===== src/rtl/cam_stream_pkg.sv =====
package cam_stream_pkg;

  // Per-cycle commands from the control path to the datapath.
  typedef struct packed {
    logic takeHigh;    // current byte is the upper half of a pixel
    logic emit;        // current byte completes an in-window pixel
    logic lastPixel;   // that pixel closes the active line
    logic firstPixel;  // that pixel opens the frame
    logic frameSync;   // frame start detected this cycle
  } camStrobe_t;

endpackage


===== src/rtl/cam_stream_ctrl.sv =====
module cam_stream_ctrl
  import cam_stream_pkg::*;
#(
  parameter int ACTIVE_W = 640,
  parameter int ACTIVE_H = 480
) (
  input  logic       clk,
  input  logic       rstN,
  input  logic       vsync,
  input  logic       href,
  output camStrobe_t strobe
);

  localparam int COL_W = $clog2(ACTIVE_W + 1);
  localparam int ROW_W = $clog2(ACTIVE_H + 1);
  localparam logic [COL_W-1:0] COL_END  = COL_W'(ACTIVE_W);
  localparam logic [COL_W-1:0] COL_LAST = COL_W'(ACTIVE_W - 1);
  localparam logic [ROW_W-1:0] ROW_END  = ROW_W'(ACTIVE_H);

  logic             phase;
  logic             vsyncPrev;
  logic             hrefPrev;
  logic [COL_W-1:0] col;
  logic [ROW_W-1:0] row;
  logic             inFrame;
  logic             headPending;

  logic vsyncFall;
  logic lineDone;
  logic inWindow;

  always_comb begin
    vsyncFall         = vsyncPrev & ~vsync;
    lineDone          = hrefPrev & ~href;
    inWindow          = inFrame && (col < COL_END) && (row < ROW_END);
    strobe.takeHigh   = href & ~phase;
    strobe.emit       = href & phase & inWindow & ~vsyncFall;
    strobe.lastPixel  = strobe.emit && (col == COL_LAST);
    strobe.firstPixel = strobe.emit && headPending;
    strobe.frameSync  = vsyncFall;
  end

  always_ff @(posedge clk) begin
    if (!rstN) begin
      phase       <= 1'b0;
      vsyncPrev   <= 1'b0;
      hrefPrev    <= 1'b0;
      col         <= '0;
      row         <= '0;
      inFrame     <= 1'b0;
      headPending <= 1'b0;
    end else begin
      vsyncPrev <= vsync;
      hrefPrev  <= href;
      if (vsyncFall) begin
        phase       <= 1'b0;
        col         <= '0;
        row         <= '0;
        inFrame     <= 1'b1;
        headPending <= 1'b1;
      end else begin
        phase <= href ? ~phase : 1'b0;
        if (strobe.emit) begin
          col         <= col + 1'b1;
          headPending <= 1'b0;
        end
        if (lineDone && col != '0) begin
          col <= '0;
          if (row < ROW_END) row <= row + 1'b1;
        end
      end
    end
  end

  // column count never passes the window width
  a_r6_col_bound : assert property (@(posedge clk) disable iff (!rstN)
    col <= COL_END);

  // line count never passes the window height
  a_r7_row_bound : assert property (@(posedge clk) disable iff (!rstN)
    row <= ROW_END);

  // a low line strobe clears the byte pairing
  a_r9_phase_clear : assert property (@(posedge clk) disable iff (!rstN)
    !href |=> !phase);

  // nothing is emitted before a frame has started
  a_r10_no_early : assert property (@(posedge clk) disable iff (!rstN)
    strobe.emit |-> inFrame);

endmodule


===== src/rtl/cam_stream_datapath.sv =====
module cam_stream_datapath
  import cam_stream_pkg::*;
(
  input  logic        clk,
  input  logic        rstN,
  input  logic [7:0]  dataIn,
  input  camStrobe_t  strobe,
  output logic [31:0] tdata,
  output logic        tvalid,
  output logic        tlast,
  output logic        tuser,
  output logic        frameSync
);

  logic [7:0]  highByte;
  logic [15:0] pix565;
  logic [31:0] pix888;

  always_comb begin
    pix565 = {highByte, dataIn};
    pix888 = {8'h00, pix565[15:11], 3'b000, pix565[10:5], 2'b00,
              pix565[4:0], 3'b000};
  end

  always_ff @(posedge clk) begin
    if (!rstN) begin
      highByte  <= '0;
      tdata     <= '0;
      tvalid    <= 1'b0;
      tlast     <= 1'b0;
      tuser     <= 1'b0;
      frameSync <= 1'b0;
    end else begin
      if (strobe.takeHigh) highByte <= dataIn;
      if (strobe.emit) tdata <= pix888;
      tvalid    <= strobe.emit;
      tlast     <= strobe.lastPixel;
      tuser     <= strobe.firstPixel;
      frameSync <= strobe.frameSync;
    end
  end

  // a pixel needs two bytes, so beats are never adjacent
  a_r2_beat_gap : assert property (@(posedge clk) disable iff (!rstN)
    tvalid |=> !tvalid);

  // end-of-line marker only rides on a beat
  a_r6_last_on_beat : assert property (@(posedge clk) disable iff (!rstN)
    tlast |-> tvalid);

  // frame-start marker only rides on a beat
  a_r5_user_on_beat : assert property (@(posedge clk) disable iff (!rstN)
    tuser |-> tvalid);

  // frame-sync pulse lasts one cycle
  a_r4_sync_single : assert property (@(posedge clk) disable iff (!rstN)
    frameSync |=> !frameSync);

endmodule


===== src/rtl/cam_stream_decoder.sv =====
module cam_stream_decoder
  import cam_stream_pkg::*;
#(
  parameter int ACTIVE_W = 640,
  parameter int ACTIVE_H = 480
) (
  input  logic        pixClk,
  input  logic        rstN,
  input  logic        camVsync,
  input  logic        camHref,
  input  logic [7:0]  camData,
  input  logic        tready,
  output logic [31:0] tdata,
  output logic        tvalid,
  output logic        tlast,
  output logic        tuser,
  output logic        frameSync
);

  camStrobe_t strobe;
  logic       droppedBeat;

  cam_stream_ctrl #(
    .ACTIVE_W(ACTIVE_W),
    .ACTIVE_H(ACTIVE_H)
  ) u_ctrl (
    .clk   (pixClk),
    .rstN  (rstN),
    .vsync (camVsync),
    .href  (camHref),
    .strobe(strobe)
  );

  cam_stream_datapath u_data (
    .clk      (pixClk),
    .rstN     (rstN),
    .dataIn   (camData),
    .strobe   (strobe),
    .tdata    (tdata),
    .tvalid   (tvalid),
    .tlast    (tlast),
    .tuser    (tuser),
    .frameSync(frameSync)
  );

  assign droppedBeat = tvalid & ~tready;

  // a beat refused by the consumer is not offered again
  a_r8_no_retry : assert property (@(posedge pixClk) disable iff (!rstN)
    droppedBeat |=> !tvalid);

endmodule


===== config.mk =====
export PLATFORM = sky130hd
export DESIGN_NAME = cam_stream_decoder
export DESIGN_NICKNAME = d
export VERILOG_FILES = /design/src/rtl/cam_stream_pkg.sv /design/src/rtl/cam_stream_ctrl.sv /design/src/rtl/cam_stream_datapath.sv /design/src/rtl/cam_stream_decoder.sv
export SDC_FILE = /design/constraint.sdc
export NUM_CORES = 1
export LEC_CHECK = 0
export BUFFER_PORTS_ARGS = -buffer_cell sky130_fd_sc_hd__buf_2
export CAP_MARGIN = 0
export CORE_ASPECT_RATIO = 0.8
export CORE_MARGIN = 2
export CORE_UTILIZATION = 30
export DETAILED_ROUTE_END_ITERATION = 16
export GPL_ROUTABILITY_DRIVEN = 0
export PLACE_DENSITY_LB_ADDON = 0.25
export SYNTH_ARGS = -nofsm -noshare
export SYNTH_HDL_FRONTEND = slang
export SYNTH_HIERARCHICAL = 1
export SYNTH_SLANG_ARGS = --single-unit

===== constraint.sdc =====
create_clock -name pixClk -period 5.19 [get_ports pixClk]
set_clock_uncertainty 0.05 [all_clocks]
set_input_delay 1.038 -clock pixClk [delete_from_list [all_inputs] [get_ports pixClk]]
set_output_delay 1.038 -clock pixClk [all_outputs]
set_load 0.1 [all_outputs]

== Word-level counts from Yosys, hierarchy flattened ==
Index checks and enable logic that the tools add are counted.
Operators by class
  add/subtract/negate cells: 2
  $lt $le $gt $ge: 2
  equality and inequality tests: 1
  muxes and demuxes: 2
  bitwise logic cells: 11
  reduce and logical (&&, ||, !) cells: 11
Operators with widths (count)
  $add A10 B1 Y10 const B: 1
  $eq A10 B10 Y1 const B: 1
  $lt A10 B10 Y1 const B: 1
  $reduce_bool A10 Y1: 1
  $add A9 B1 Y9 const B: 1
  $lt A9 B9 Y1 const B: 1
  $and A1 B1 Y1: 6
  $reduce_or A3 Y1: 2
  $logic_and A1 B1 Y1: 5
  $not A1 Y1: 5
  $mux W1: 2
  $reduce_and A2 Y1: 1
  $reduce_bool A2 Y1: 1
  $reduce_or A2 Y1: 1
Storage, ports and cells
  register bits after elaboration: 52
  bits of input ports: 13
  output and inout bits: 36
  word-level logic and storage cells: 42

== Logic depth before layout (Yosys ltp) ==
  word-level depth: 7
  depth in mapped cells: 9
  mapped depth without buffers: 6

== Modules after synthesis ==
Netlist, hierarchy kept.
Modules (own cells, without submodules)
  cam_stream_ctrl: times used 1, cells an instance 143, area an instance 1206.2 µm², seq. area each 480.5 µm²
  cam_stream_datapath: times used 1, cells an instance 102, area an instance 1152.4 µm², seq. area each 560.5 µm²

== Worst setup path after synthesis ==
Ideal clock, no wire load.
  path type: input to register
  start: in camVsync
  end: reg u_data.tdata[11]
  setup time: 120 ps
  arrival: 2523 ps
  required time: 5020 ps
  path slack: 2497 ps
  cell stages on the path: 9
  path buffers: 3
  cell sequence: nand2b_4 inv_2 or4_4 buf_6 inv_1 buf_6 buf_12 mux2i_1 nor2b_1
RTL lines
  start: declaration: line cam_stream_decoder.sv:9  | input logic camVsync,
  end signal: assignment: line cam_stream_datapath.sv:35  | if (strobe.emit) tdata <= pix888;
  end: declaration: line cam_stream_datapath.sv:8  | output logic [31:0] tdata,

==> flow_summary.ini <==
[setup_path]
crit_buf_inv = 3
cp_slowest_stage_delay_ps = 770
cp.required_ps = 5330
critical_path.max_fanout = 21
cp_cell_sequence = buf_2 > nand2b_4 > inv_2 > or4_4 > inv_1 > mux2i_1 > nor2b_1
cp_slowest_cell = inv_1
critical_path.top_delay_family = buffers and inverters
critPathArrivalTime_ps = 3060
end_kind = flip-flop
crit_type = in2reg
start_kind = input pin

[global_routing]
grt_start_max_net_pins = 37
antenna_found_initial = 0
grt_pass1_vias = 1627
grt_pass1_wl_um = 7730
grt-ovfl-total = 0
grtUsageTotal_pct = 11.1

[logic_synthesis]
synthTopCellsByArea = dfxtp_1, mux2i_1, nor2b_1
synth_edf_count = 0
synth-seq-cells = 52
synthArstFlopShare_pct = 0
synth_top_area_share_pct = 44.1
synth.top_cells.by_count = dfxtp_1, mux2i_1, nor2b_1
synthCells = 245
postSynthAreaPerCell_um2 = 9.63
yosysSeqAreaShare_pct = 44.1
yosysTopAreaCell = dfxtp_1
synth.yosys.warnings = 6
synth.distinct_cells = 47
synthFlopType = dfxtp_1
syn-cell-area_um2 = 2360
synth.most_common_cell = dfxtp_1

[route]
dr.first_iter.drc_count = 54
ant_nets = 0
remaining_drc_errors = 0
via_per_inst = 4.47
drt_wl_total_um = 4400
avgRoutedWirePerCell_um = 11.6
num_vias = 1699
drt_pass1_iterations = 4

[place]
dpl-instance-area_um2 = 2500
io_buffers = 31
placedCellCount = 372
dp_hpwl_um = 3040

[timing]
hold_viol_final = 0
hold_slack_ps = 437
period_share_pct = 56.1
fin_crit_ps = 2910
drv_slew = 0
max_slew_margin_pct = 32.5
setup_viol = 0
rsz0062_at_grt = no
fmax_mhz = 343
tns_ps = 0
worst_pin_slew_ps = 1010

[final_layout]
drive_gt1_share_pct = 18.5
fin_util_pct = 35.1
nets = 290
antenna_cells = 0
instances_no_fill = 380
syn2layout_area_growth_pct = 11.6
postLayoutCellArea_um2 = 2630

[die]
die_width_um = 103
die_h_um = 83.3
num_rows = 28
initial_core_util_pct = 31.5
io_pins = 49
dieArea_um2 = 8590
coreArea_um2 = 7500

[clock_tree]
cts_sinks = 52
cts.repair.resized = 0
clk_path_buf_depth = 2
htreeDepth = 2
root_buffer = clkbuf_8
clk_pin_slew_worst_paths_ps = 90
cts_hold_buf = 0
clkLatencyLatePin_ps = 300
cts_tree = yes
post_cts_buffers = 0
numCtsBuffers = 5

[power_and_ir_drop]
power_density_nw_per_um2 = 304
peakVddDrop_uv = 112
p_leak_nw = 1.05

[run_status]
status = finished, final reports clean

[job]
drv_cap = 0

[hold_path]
hold_class = reg2reg
-- per-stage QoR --
step	worst slack (ps)	total power, W
after floorplan	2500	0.000507
after global placement	1950	0.000508
after detailed placement	1960	0.000508
after CTS	2280	0.000810
after global routing	2140	0.000838
final	2280	0.000800
-- area by class of cell --
| cell class | count | area [um2] |
|---|---|---|
| well taps | 105 | 131 |
| fillers | 814 | 4870 |
| clock inverters | 1 | 30.0 |
| repair buffers | 31 | 155 |
| multi-input cells | 171 | 1130 |
| inverters | 13 | 48.8 |
| clock buffers | 7 | 96.3 |
| flip-flops and latches | 52 | 1040 |
-- path summary, 6_finish.rpt --
| path | cells after the start | from | slack [ps] | endpoint |
|---|---|---|---|---|
| setup / recovery | 7 | camVsync | 2280 | u_data/tdata[10] |
| setup reg to reg | 5 | u_ctrl/col[7] | 2730 | u_data/tdata[10] |
| hold reg to reg | 2 | u_ctrl/headPending | 440 | u_ctrl/headPending |
| hold / removal | 2 | u_ctrl/headPending | 440 | u_ctrl/headPending |
-- state kept, by name, summed over array words and instances (netlist names), 8 cells and up --
register and cells:
u_data/tdata 16, u_ctrl/row 9, u_data/highByte 8, u_ctrl/col 10
-- cell usage in the layout, fill, tap and decap left out, types with 5 or more instances in the layout --
| cell | n |
|---|---|
| conb_1 | 16 |
| or3_1 | 5 |
| buf_2 | 31 |
| nand2_1 | 10 |
| nand3_1 | 6 |
| mux2i_1 | 24 |
| nor2_1 | 9 |
| a21oi_1 | 15 |
| nor2b_1 | 22 |
| o21ai_0 | 6 |
| and2_1 | 5 |
| dfxtp_1 | 52 |
| nand4_1 | 5 |
| inv_1 | 12 |
| clkbuf_8 | 7 |
-- layer usage --
layer | vias to the layer above | global-route usage, % | share of wire [%]
li1 | 879 | - | -
met1 | 791 | 16.8 | 54
met2 | 27 | 15.3 | 42
met3 | 2 | 3.28 | 3.6
met4 | 0 | 2.51 | 0.55
met5 | - | 0 | 0
-- tightest hold or removal path, delay by kind of cell, from the launching register on --
family | cells | cell delay, ps
compound gates | 1 | 70
buf+inv | 1 | 70
flops | 1 | 310
-- kinds of logic after synthesis --
logic type	count (synthesis)	synth area share (%)
AND/OR/NAND/NOR	89	22.9
flip-flops	52	44.1
AO/OA/AOI/OAI	37	9.81
buffers and inverters	37	10.4
multiplexers	25	10.7
adder cells (fa/ha/maj)	3	1.59
other	1	0.159
XOR/XNOR	1	0.371
-- power by group --
part	switching (W)	internal, W
sequential	0.00000343	0.000406
combinational	0.0000736	0.0000158
clock	0.000131	0.000170
total	0.000208	0.000592
(Power assumes the default switching activity.)
